===== src/rtl/fpc_pkg.sv =====
package fpc_pkg;
  localparam int REG_W = 3;
  localparam int LVL_W = 2;

  typedef enum logic [2:0] {
    K_MOV_RR = 3'd0, K_MOV_MR = 3'd1, K_MOV_RM = 3'd2, K_MOV_CTL = 3'd3,
    K_CONST  = 3'd4, K_MULTI  = 3'd5, K_ARITH  = 3'd6, K_TEST    = 3'd7
  } kind_e;

  typedef enum logic [2:0] {
    F_BYTE = 3'd0, F_WORD = 3'd1, F_LONG = 3'd2, F_SGL = 3'd3,
    F_DBL  = 3'd4, F_EXT  = 3'd5, F_PACK = 3'd6, F_RSV = 3'd7
  } fmt_e;

  typedef enum logic [LVL_W-1:0] {
    LVL_NONE = 2'b00, LVL_PART = 2'b01, LVL_FULL = 2'b10
  } level_e;

  typedef struct packed {
    logic minimal;
    logic nonmove_fp;
    logic reads_src;
    logic dst_check;
    logic writes_reg;
    logic to_reg;
    logic to_mem_sd;
  } decode_t;
endpackage


===== src/rtl/fpc_op_decode.sv =====
module fpc_op_decode
  import fpc_pkg::*;
(
  input  logic [2:0] kind,
  input  logic [2:0] fmt,
  output decode_t    dec
);
  logic fp_fmt;
  always_comb begin
    fp_fmt = (fmt == F_SGL) || (fmt == F_DBL) || (fmt == F_EXT);
    dec.minimal    = !fp_fmt || (kind == K_MOV_CTL) || (kind == K_CONST) ||
                     (kind == K_MULTI);
    dec.nonmove_fp = fp_fmt && ((kind == K_ARITH) || (kind == K_TEST));
    dec.reads_src  = (kind == K_MOV_RR) || (kind == K_MOV_RM);
    dec.dst_check  = (kind == K_MOV_RR) || (kind == K_MOV_MR);
    dec.writes_reg = (kind == K_MOV_RR) || (kind == K_MOV_MR) ||
                     (kind == K_CONST)  || (kind == K_ARITH);
    dec.to_reg     = (kind == K_MOV_RR) || (kind == K_MOV_MR);
    dec.to_mem_sd  = (kind == K_MOV_RM) && ((fmt == F_SGL) || (fmt == F_DBL));
  end
endmodule


===== src/rtl/fpc_dst_tracker.sv =====
module fpc_dst_tracker #(
  parameter int REG_W = 3
) (
  input  logic             clk,
  input  logic             rst_n,
  input  logic             accept,
  input  logic             writes_reg,
  input  logic [REG_W-1:0] dst,
  output logic             prev_valid,
  output logic [REG_W-1:0] prev_dst
);
  always_ff @(posedge clk or negedge rst_n) begin
    if (!rst_n) begin
      prev_valid <= 1'b0;
      prev_dst   <= '0;
    end else if (accept) begin
      prev_valid <= writes_reg;
      if (writes_reg) prev_dst <= dst;
    end
  end
endmodule


===== src/rtl/fpc_level_merge.sv =====
module fpc_level_merge #(
  parameter int NUM_CAPS = 7,
  parameter int LVL_W    = 2
) (
  input  logic [NUM_CAPS-1:0][LVL_W-1:0] caps,
  output logic [LVL_W-1:0]               level
);
  localparam logic [LVL_W-1:0] TOP = LVL_W'(2);
  logic [NUM_CAPS:0][LVL_W-1:0] chain;
  assign chain[0] = TOP;
  for (genvar i = 0; i < NUM_CAPS; i++) begin : g_min
    assign chain[i+1] = (caps[i] < chain[i]) ? caps[i] : chain[i];
  end
  assign level = chain[NUM_CAPS];
endmodule


===== src/rtl/fpc_overlap_top.sv =====
module fpc_overlap_top
  import fpc_pkg::*;
(
  input  logic       clk,
  input  logic       rst_n,
  input  logic       in_valid,
  output logic       in_ready,
  input  logic [2:0] in_kind,
  input  logic [2:0] in_fmt,
  input  logic [2:0] in_src,
  input  logic [2:0] in_dst,
  input  logic       in_special,
  input  logic [1:0] rnd_prec,
  input  logic       inex_trap_en,
  input  logic       ovf_unf,
  output logic       out_valid,
  input  logic       out_ready,
  output logic [1:0] out_level
);
  localparam int NUM_CAPS = 7;

  decode_t             dec;
  logic                accept;
  logic                prev_valid;
  logic [REG_W-1:0]    prev_dst;
  logic                src_hit, dst_hit;
  logic [NUM_CAPS-1:0][LVL_W-1:0] caps;

  fpc_op_decode u_dec (.kind(in_kind), .fmt(in_fmt), .dec(dec));

  assign accept = in_valid && out_ready;

  fpc_dst_tracker #(.REG_W(REG_W)) u_trk (
    .clk(clk), .rst_n(rst_n), .accept(accept), .writes_reg(dec.writes_reg),
    .dst(in_dst), .prev_valid(prev_valid), .prev_dst(prev_dst)
  );

  always_comb begin
    src_hit = dec.reads_src && prev_valid && (in_src == prev_dst);
    dst_hit = dec.dst_check && prev_valid && (in_dst == prev_dst);
    caps[0] = dec.minimal    ? LVL_NONE : LVL_FULL;
    caps[1] = dec.nonmove_fp ? LVL_PART : LVL_FULL;
    caps[2] = src_hit        ? LVL_NONE : LVL_FULL;
    caps[3] = dst_hit        ? LVL_NONE : LVL_FULL;
    caps[4] = in_special     ? LVL_PART : LVL_FULL;
    caps[5] = (dec.to_reg && (rnd_prec != 2'd0)) ? LVL_PART : LVL_FULL;
    caps[6] = (dec.to_mem_sd && (inex_trap_en || ovf_unf)) ? LVL_PART : LVL_FULL;
  end

  fpc_level_merge #(.NUM_CAPS(NUM_CAPS), .LVL_W(LVL_W)) u_merge (
    .caps(caps), .level(out_level)
  );

  assign out_valid = in_valid;
  assign in_ready  = out_ready;
endmodule


===== config.mk =====
export PLATFORM = sky130hd
export DESIGN_NAME = fpc_overlap_top
export DESIGN_NICKNAME = d
export VERILOG_FILES = /design/src/rtl/fpc_pkg.sv /design/src/rtl/fpc_op_decode.sv /design/src/rtl/fpc_dst_tracker.sv /design/src/rtl/fpc_level_merge.sv /design/src/rtl/fpc_overlap_top.sv
export SDC_FILE = /design/constraint.sdc
export NUM_CORES = 1
export LEC_CHECK = 0
export ABC_AREA = 1
export BUFFER_PORTS_ARGS = -buffer_cell sky130_fd_sc_hd__buf_2
export CORE_AREA = 2 2 39 41
export DETAILED_ROUTE_END_ITERATION = 8
export DIE_AREA = 0 0 41 43
export HOLD_SLACK_MARGIN = 0.12
export PLACE_DENSITY = 0.69
export SYNTH_ARGS = -nofsm -noshare
export SYNTH_HDL_FRONTEND = slang
export SYNTH_SLANG_ARGS = --single-unit

===== constraint.sdc =====
create_clock -name clk -period 1.5 [get_ports clk]
set_clock_uncertainty 0.1 [all_clocks]
set_input_delay 0.15 -clock clk [delete_from_list [all_inputs] [get_ports clk]]
set_output_delay 0.15 -clock clk [all_outputs]
set_load 0.03 [all_outputs]

==> results of run 1 <==
==> worst max-delay path by stage <==
stage,startpoint,to,slack [ns]
detailed placement,u_trk.prev_dst[0],out_level[0],0.17
CTS,u_trk.prev_dst[0],out_level[0],-0.05
finish,u_trk.prev_dst[0],out_level[0],-0.03
global placement,u_trk.prev_dst[0],out_level[0],0.18
global route,u_trk.prev_dst[1],out_level[0],-0.15
floorplan,u_trk.prev_dst[0],out_level[0],0.09
==> layout by cell type, fill, tap and decap left out, drive strengths merged <==
cell	netlist	layout
clkbuf	0	3
nand3	2	2
nand2	35	35
inv	14	14
nor2	16	16
buf	2	24
dlygate4sd3	0	6
a21oi	2	2
dfrtp	4	4
o21ai	5	5
==> per-stage QoR <==
stage	hold WS [ns]	utilization [%]	area, µm²	setup slack [ns]
after floorplan	-0.2456	-	422.9	0.09166
after global placement	-0.1429	39.60	548.0	0.1789
after CTS	0.1386	46.20	639.4	-0.05082
after global routing	0.1450	46.38	641.9	-0.1533
final	0.1461	46.38	641.9	-0.02615
after detailed placement	-0.1431	39.60	548.0	0.1694
==> critical path, cell delays in order, from the launching register on <==
cell and delay (ns):
dfrtp_1 0.37, inv_1 0.07, nand2_1 0.05, nand2_1 0.05
nor2_1 0.10, nand2_1 0.07, nand2_1 0.08, nor2_2 0.04
nor2_2 0.08, buf_6 0.13
==> cell families after synthesis <==
family,count (synthesis),share of synthesized area [%]
buffers and inverters,16,15.98
AO/OA/AOI/OAI,7,9.170
AND/OR/NAND/NOR,53,51.18
flip-flops,4,23.67
==> sequential cells by signal, indices dropped and copies added, names as in the netlist <==
name	count
u_trk.prev_dst	3
u_trk.prev_valid	1
==> metal layers <==
metal	vias to the layer above	GRT usage, %	routed length (µm)
li1	295	-	-
met1	220	12.70	381
met2	11	18.44	453
met3	0	1.571	47
met4	0	10.00	0
met5	-	0	0
==> final cells by class <==
class / count / area share [%]
Timing Repair Buffer: 30 / 29.43
Clock buffer: 3 / 3.509
Inverter: 14 / 8.187
Sequential cell: 4 / 15.59
Tap cell: 16 / 3.119
Multi-Input combinational cell: 60 / 40.16
==> power by group through the flow <==
stage	Sequential [mW]	Clock, mW	Combinational [mW]
floorplan	0.143	0	0.101
global placement	0.145	0	0.147
detailed placement	0.146	0	0.149
CTS	0.145	0.138	0.165
global route	0.148	0.151	0.188
finish	0.145	0.129	0.165
==> repair_timing <==
item,4_1_cts,5_1_grt
endpoints found under the setup margin,2,2
hold buffers,6,0
endpoints found under the hold margin,8,0
resized for setup,3,1
cloned,0,0
pin swaps,1,2
==> out/metrics.yaml, run 1 <==
critPathCaptureType: "output port"
clkSinkCount: 4
cts_post_setup_buffers_inserted: 0
cp_data_arrival_time_ns: 1.28
grt_pass1_wl_mm: 1.414
r2r-start: "u_trk.prev_dst[1]"
start_kind: "flop"
num_antenna_cells: 0
final.fill_count: 154
area.growth.synth_to_final_pct: 51.78
post-layout-total-power_mw: 0.4391
post-route-period-util_pct: 101.7
worstPathMaxFanout: 4
outcome: "finished, violations left"
drc_errors: 0
antenna_violations_before_repair: 0
final_layout_setup_total_negative_slack_ns: -0.04821
switch_pwr_mw: 0.1454
htree_num_levels: 1
placementRows: 14
port_buffer_cells: 24
finish.net_count: 134
floorplan.core_area_mm2: 0.001384
post_synthesis_instance_area_um2: 422.9
die_height_um: 43
total_routed_wirelength_um: 881
final_layout_size_suffix_gt1_share_pct: 31.53
gp_routability_congestion: 0.6941
timing.rr.end: "u_trk.prev_dst[1]"
synth_cell_type_count: 13
pwr-share-seq_pct: 33.1
grt.overflow.total: 0
synth_edf_count: 0
synth.top_cells.by_area: "nand2_1, dfrtp_1, inv_1"
yosys.area.top_type: "nand2_1"
grt_use_total_pct: 11.69
reg2reg_slack_ns: 0.75
synthesis.nets: 101
min-delay-path-class: "input pin to async pin"
syn_inst: 80
place_inst: 118
seq_area_frac_synth_pct: 23.67
violated_checks: "setup timing"
dieArea_mm2: 0.001763
final-hold-violation-count: 0
setup_violations: 2
power.clock.fraction_pct: 29.4
dieWidth_um: 41
timing.final.ws_setup_ns: -0.02615
first_iter_violations: 3
ys_async_sr_fraction_pct: 100.0
first_pass_iters: 2
power.density_cell_area_mw_per_mm2: 684.0
avgViaCountPerCell: 4.142
start_util_pct: 30.56
unrepaired_setup_endpoints_after_global_routing: "yes"
required_ns: 1.25
slew-limit-headroom_pct: 88.64
cts_tree: "done"
worst_pin_slew_ns: 0.1703
power.internal_mw: 0.2936
cts_made_buffers: 3
clock-root-buffer: "clkbuf_4"
drv_cap: 0
ant_nets: 0
number_of_global_route_vias_before_repair: 426
critPathKind: "flop to output port"
boundaryPins: 25
cts_max_path_buffers: 2
reg2reg_depth: 2
clk_latency_ns: 0.23
synth_top_cells_by_count: "nand2_1, inv_1, nor2_1, dfrtp_1, nor2_2"
clkTransAtPathRegs_ns: 0.04
finalMaxSlewViolations: 0
synth-warning-count: 0
worst_ir_drop_vdd_uv: 374.6
place.detailed.hpwl_um: 741.3
achievable_clock_frequency_ghz: 0.6552
post-route-min-period_ns: 1.526
share_of_the_synthesized_area_in_the_top_cell_type_pct: 31.07
yosys_most_used_dff: "dfrtp_1"
finish.cell_count_without_fillers: 127
most_used_standard_cell_by_instance_count_after_synthesis: "nand2_1"
synth_area_per_cell_um2: 5.286
area.sequential_um2: 100.1
p_sw_share_pct: 33.12
num_vias: 526
synth.ff_latch_count: 4
combinationalPowerShare_pct: 37.5
footprint_of_the_multi_input_gates_um2: 257.7
p_leak_nw: 0.3869
wire_per_inst_um: 6.937
grt_start_max_net_pins: 8
Note: power is estimated with default switching activity, not from simulation.
==> inputs of run 2 (changes only) <==
--- a/config.mk
+++ b/config.mk
@@ -12,6 +12,7 @@
 export DIE_AREA = 0 0 41 43
 export HOLD_SLACK_MARGIN = 0.12
 export PLACE_DENSITY = 0.69
+export RECOVER_POWER = 25
 export SYNTH_ARGS = -nofsm -noshare
 export SYNTH_HDL_FRONTEND = slang
 export SYNTH_SLANG_ARGS = --single-unit
==> run 2 against run 1 <==
Net effect: the run still ends with setup timing left; sequential power hardly changed; clock power hardly changed; non-clock buffer count stayed put; combinational power hardly changed; critical path depth stayed put; total power hardly changed; via count stayed put; global-route usage stayed put; fmax stayed put; first-iteration DRC count stayed put; critical endpoint unchanged; largest cell class unchanged.
==> out/metrics.yaml, run 2 (same netlist as run 1, synthesis figures left out) <==
cts_tree: "done"
start_util_pct: 30.56  # unchanged
worst_path_max_delay_cell: "dfrtp_1"
reg_top3: "u_trk.prev_dst: 3 flops, u_trk.prev_valid: 1 flops"
number_of_global_route_vias_before_repair: 426  # unchanged
flip_flop_count_of_the_largest_register_all_copies_and_words_added: 3  # unchanged
num_vias: 526  # unchanged
timing.critical_path.cells: "inv_1, nand2_1, nand2_1, nor2_1, nand2_1, nand2_1, nor2_2, nor2_2, buf_6"
final-hold-violation-count: 0  # unchanged
final_layout_size_suffix_gt1_share_pct: 30.63  # -0.90 points
cell_area_after_layout_um2: 640.6  # -0.20%
post-layout-total-power_mw: 0.4387  # about the same
slew-limit-headroom_pct: 86.15  # -2.5 points
timing.final.ws_setup_ns: -0.02615  # -0.0000003000 ns
most-common-layout-cells: "nand2_1, buf_2, inv_1"
finish.net_count: 134  # unchanged
boundaryPins: 25  # unchanged
place.detailed.hpwl_um: 741.3  # unchanged
grt_start_max_net_pins: 8  # unchanged
worst_pin_slew_ns: 0.2077  # +0.03735 ns
place_inst: 118  # unchanged
mostFrequentLayoutCell: "nand2_1"
first_iter_violations: 3  # unchanged
placementRows: 14  # unchanged
grt.overflow.total: 0  # unchanged
ant_nets: 0  # unchanged
critPathKind: "flop to output port"
num_antenna_cells: 0  # unchanged
post-route-min-period_ns: 1.526  # +0.0000003000 ns
setup_violations: 2  # unchanged
detailed_place.area_um2: 548.0  # unchanged
finalMaxSlewViolations: 0  # unchanged
power.density_cell_area_mw_per_mm2: 684.8  # +0.11%
grt_use_total_pct: 11.69  # unchanged
start_kind: "flop"
worst_ir_drop_vdd_uv: 374.6  # about the same
antenna_violations_before_repair: 0  # unchanged
drc_errors: 0  # unchanged
final.hold.worst_slack_ns: 0.1660  # +0.01991 ns
slowest_delay_ns: 0.37  # about the same
finish.cell_count_without_fillers: 127  # unchanged
unrepaired_setup_endpoints_after_global_routing: "yes"
cts_max_path_buffers: 2  # unchanged
required_ns: 1.25  # about the same
wire_per_inst_um: 6.937  # unchanged
post-route-period-util_pct: 101.7  # about the same
gp_routability_congestion: 0.6941  # unchanged
dieArea_mm2: 0.001763  # unchanged
p_leak_nw: 0.3842  # -0.71%
floorplan.core_area_mm2: 0.001384  # unchanged
final.fill_count: 155  # +0.65%
worstPathMaxFanout: 4  # unchanged
clkSinkCount: 4  # unchanged
dieWidth_um: 41  # unchanged
regMostFlops: "u_trk.prev_dst"
total_routed_wirelength_um: 881  # unchanged
avgViaCountPerCell: 4.142  # unchanged
min-delay-path-class: "input pin to async pin"
clock-root-buffer: "clkbuf_4"
cts_made_buffers: 3  # unchanged
final_layout_setup_total_negative_slack_ns: -0.04821  # -0.0000006000 ns
htree_num_levels: 1  # unchanged
die_height_um: 43  # unchanged
cts_post_setup_buffers_inserted: 0  # unchanged
crit_path_frequent_cell: "nand2_1"
critPathCaptureType: "output port"
violated_checks: "setup timing"
cp_data_arrival_time_ns: 1.28  # about the same
drv_cap: 0  # unchanged
post-route-util_pct: 46.29  # -0.091 points
achievable_clock_frequency_ghz: 0.6552  # unchanged
grt_pass1_wl_mm: 1.414  # unchanged
clkTransAtPathRegs_ns: 0.04  # about the same
clk_latency_ns: 0.23  # about the same
worst_setup_slack_post_dpl_ns: 0.1694  # unchanged
first_pass_iters: 2  # unchanged
area.growth.synth_to_final_pct: 51.48
outcome: "finished, violations left"
port_buffer_cells: 24  # unchanged
-- run 2: cell types whose count changed in the layout (fill, tap and decap cells not counted), sizes merged --
| cell | previous run | this run |
|---|---|---|
| buf | 24 | 23 |
| clkbuf | 3 | 4 |
-- run 2: what timing repair did --
item                                    4_1_cts  5_1_grt
hold buffers                                  6        0
pin swaps                                     1        2
cloned                                        0        0
endpoints found under the hold margin         8        0
gates resized for setup                       3        1
endpoints found under the setup margin        2        2
-- run 2: report_power, final --
group	switching (mW)	internal, mW
logic	0.0880	0.0764
registers	0.0175	0.128
clock network	0.0399	0.0892
-- run 2: path summary, 6_finish.rpt --
kind | startpoint | endpoint | slack [ns] | depth (start not counted)
hold / removal | rst_n | u_trk.prev_dst[1] | 0.17 | 2
setup / recovery | u_trk.prev_dst[0] | out_level[0] | -0.03 | 9
min in group clk | in_valid | u_trk.prev_valid | 0.17 | 3
max in group asynchronous | rst_n | u_trk.prev_valid | 0.95 | 2
hold reg to reg | u_trk.prev_valid | u_trk.prev_valid | 0.40 | 2
setup reg to reg | u_trk.prev_dst[1] | u_trk.prev_dst[1] | 0.75 | 2
-- run 2: critical path, delay by kind of cell (launching register included) --
kind / cells / cell delay, ns
simple gates: 7 / 0.47
buf+inv: 2 / 0.20
flops: 1 / 0.37
-- run 2: per-layer routing --
metal  GRT usage (%)  part of all wire [%]
met1           12.70                    43
met2           18.44                    51
met3           1.571                   5.3
met4           10.00                     0
met5               0                     0
-- run 2: area by class of cell --
class	count	area (µm²)	share of cell area, %
clock buffers	3	22.52	3.516
inverters	14	52.55	8.203
multi-input cells	60	257.7	40.23
flip-flops and latches	4	100.1	15.63
well taps	16	20.02	3.125
repair buffers	30	187.7	29.30
==> inputs of run 3 (changes only) <==
==> constraint.sdc (replaced) <==
create_clock -name clk -period 1.7 [get_ports clk]
set_clock_uncertainty 0.1 [all_clocks]
set_input_delay 0.17 -clock clk [delete_from_list [all_inputs] [get_ports clk]]
set_output_delay 0.17 -clock clk [all_outputs]
set_load 0.03 [all_outputs]
==> run 3 against run 2 <==
Net effect: the flow now finishes without violations; utilization shrank 1.4 points; cell area shrank 3.1%; combinational power shrank 12%; clock-buffer cell count is the same; global-route usage grew 0.82 points; non-clock buffer count shrank 2; hold slack lost 0.039 ns; die area is the same; critical path type unchanged; largest cell class unchanged; largest power group unchanged.
==> out/metrics.yaml, run 3 (same netlist as run 1, synthesis figures left out) <==
outcome: "completed"
final-hold-violation-count: 0  # unchanged
cts_tree: "done"
area.sequential_um2: 100.1  # unchanged
grt_start_max_net_pins: 8  # unchanged
first_pass_iters: 3  # +1
crit_path_start: "u_trk.prev_dst[1]"
required_ns: 1.43  # +0.18 ns
drv_cap: 0  # unchanged
die_height_um: 43  # unchanged
htree_num_levels: 1  # unchanged
p_leak_nw: 0.3761  # -2.1%
grt_use_total_pct: 12.51  # +0.82 points
area.growth.synth_to_final_pct: 46.75
num_vias: 540  # +2.7%
mostFrequentLayoutCell: "nand2_1"
worstHoldStart: "out_ready"
worst_pin_slew_ns: 0.2020  # -0.005715 ns
worstHoldPathCells: 4
number_of_global_route_vias_before_repair: 440  # +3.3%
avgViaCountPerCell: 4.320  # +4.3%
place.detailed.hpwl_um: 755.2  # +1.9%
boundaryPins: 25  # unchanged
post-route-util_pct: 44.85  # -1.4 points
slew-limit-headroom_pct: 86.53  # +0.38 points
post-route-min-period_ns: 1.576
port_buffer_cells: 24  # unchanged
grt_pass1_wl_mm: 1.504  # +6.4%
clkSinkCount: 4  # unchanged
worst_ir_drop_vdd_uv: 308.2  # -18%
r2r-start: "u_trk.prev_dst[0]"
final.fill_count: 153  # -1.3%
cell_area_after_layout_um2: 620.6  # -3.1%
cts_made_buffers: 3  # unchanged
placementRows: 14  # unchanged
clkTransAtPathRegs_ns: 0.04  # about the same
ant_nets: 0  # unchanged
achievable_clock_frequency_ghz: 0.6346
clk_latency_ns: 0.23  # about the same
dieWidth_um: 41  # unchanged
finalMaxSlewViolations: 0  # unchanged
final.hold.worst_slack_ns: 0.1273  # -0.03878 ns
reg2reg_depth: 2  # unchanged
power.density_cell_area_mw_per_mm2: 629.6  # -8.1%
dieArea_mm2: 0.001763  # unchanged
start_util_pct: 30.56  # unchanged
antenna_violations_before_repair: 0  # unchanged
total_routed_wirelength_um: 950  # +7.8%
grt.overflow.total: 0  # unchanged
first_iter_violations: 2  # -1
regMostFlops: "u_trk.prev_dst"
worstPathMaxFanout: 4  # unchanged
num_antenna_cells: 0  # unchanged
clock-root-buffer: "clkbuf_4"
cp_data_arrival_time_ns: 1.31  # +0.03 ns
reg_top3: "u_trk.prev_dst: 3 flops, u_trk.prev_valid: 1 flops"
cts_max_path_buffers: 2  # unchanged
most-common-layout-cells: "nand2_1, buf_2, inv_1"
wire_per_inst_um: 7.600  # +9.6%
setup_violations: 0  # -2
floorplan.core_area_mm2: 0.001384  # unchanged
post-route-period-util_pct: 92.70
footprint_of_the_multi_input_gates_um2: 257.7  # unchanged
drc_errors: 0  # unchanged
start_kind: "flop"
finish.net_count: 132  # -1.5%
gp_routability_congestion: 0.6938  # about the same
critPathKind: "flop to output port"
detailed_place.area_um2: 548.0  # unchanged
critPathCaptureType: "output port"
flip_flop_count_of_the_largest_register_all_copies_and_words_added: 3  # unchanged
min-delay-path-class: "input pin to flop"
final_layout_size_suffix_gt1_share_pct: 32.11  # +1.5 points
[run 3: layer usage]
metal,wire [µm],GRT usage [%],vias up
met4,16,8.000,0
met5,0,0,-
met3,47,1.571,2
li1,-,-,292
met1,404,13.40,233
met2,481,21.25,13
[run 3: where the power goes]
group / switching (mW) / leakage [nW] / internal [mW]
clock network: 0.0382 / 0.0138 / 0.0789
registers: 0.0170 / 0.0500 / 0.113
logic: 0.0792 / 0.312 / 0.0647
total: 0.135 / 0.376 / 0.256
[run 3: final timing paths]
path                                endpoint  slack [ns]
min                         u_trk.prev_valid        0.13
min in group asynchronous  u_trk.prev_dst[0]        0.19
max                             out_level[1]        0.12
max reg2reg                u_trk.prev_dst[0]        0.93
max in group asynchronous   u_trk.prev_valid        1.14
min reg2reg                 u_trk.prev_valid        0.41
[run 3: layout make-up]
cell class	instances	share of cell area, %
flip-flops and latches	4	16.13
well taps	16	3.226
inverters	14	8.468
clock buffers	3	3.629
multi-input cells	60	41.53
repair buffers	28	27.02
[run 3: through the flow]
stage	std cells	setup slack (ns)	TNS [ns]	total power, mW
6_report	125	0.1241	0	0.3907
4_1_cts	125	0.09058	0	0.3917
3_3_place_gp	118	0.3588	0	0.2574
5_1_grt	125	-0.005125	-0.005125	0.4352
3_5_place_dp	118	0.3463	0	0.2614
2_1_floorplan	80	0.2717	0	0.2155
[run 3: worst max-delay path, stage by stage, from the launching register on]
cell and delay (ns):
dfrtp_1 0.40, inv_1 0.08, nand2_1 0.05, nand2_1 0.07
nor2_2 0.03, nand2_1 0.06, nand2_1 0.06, nor2_2 0.11
clkbuf_4 0.20
[run 3: what timing repair did]
action                                 4_1_cts  5_1_grt
setup endpoints to repair                    0        2
endpoints found under the hold margin        7        0
hold buffers                                 4        0
gates resized for setup                      0        6
buffers inserted                             0        0
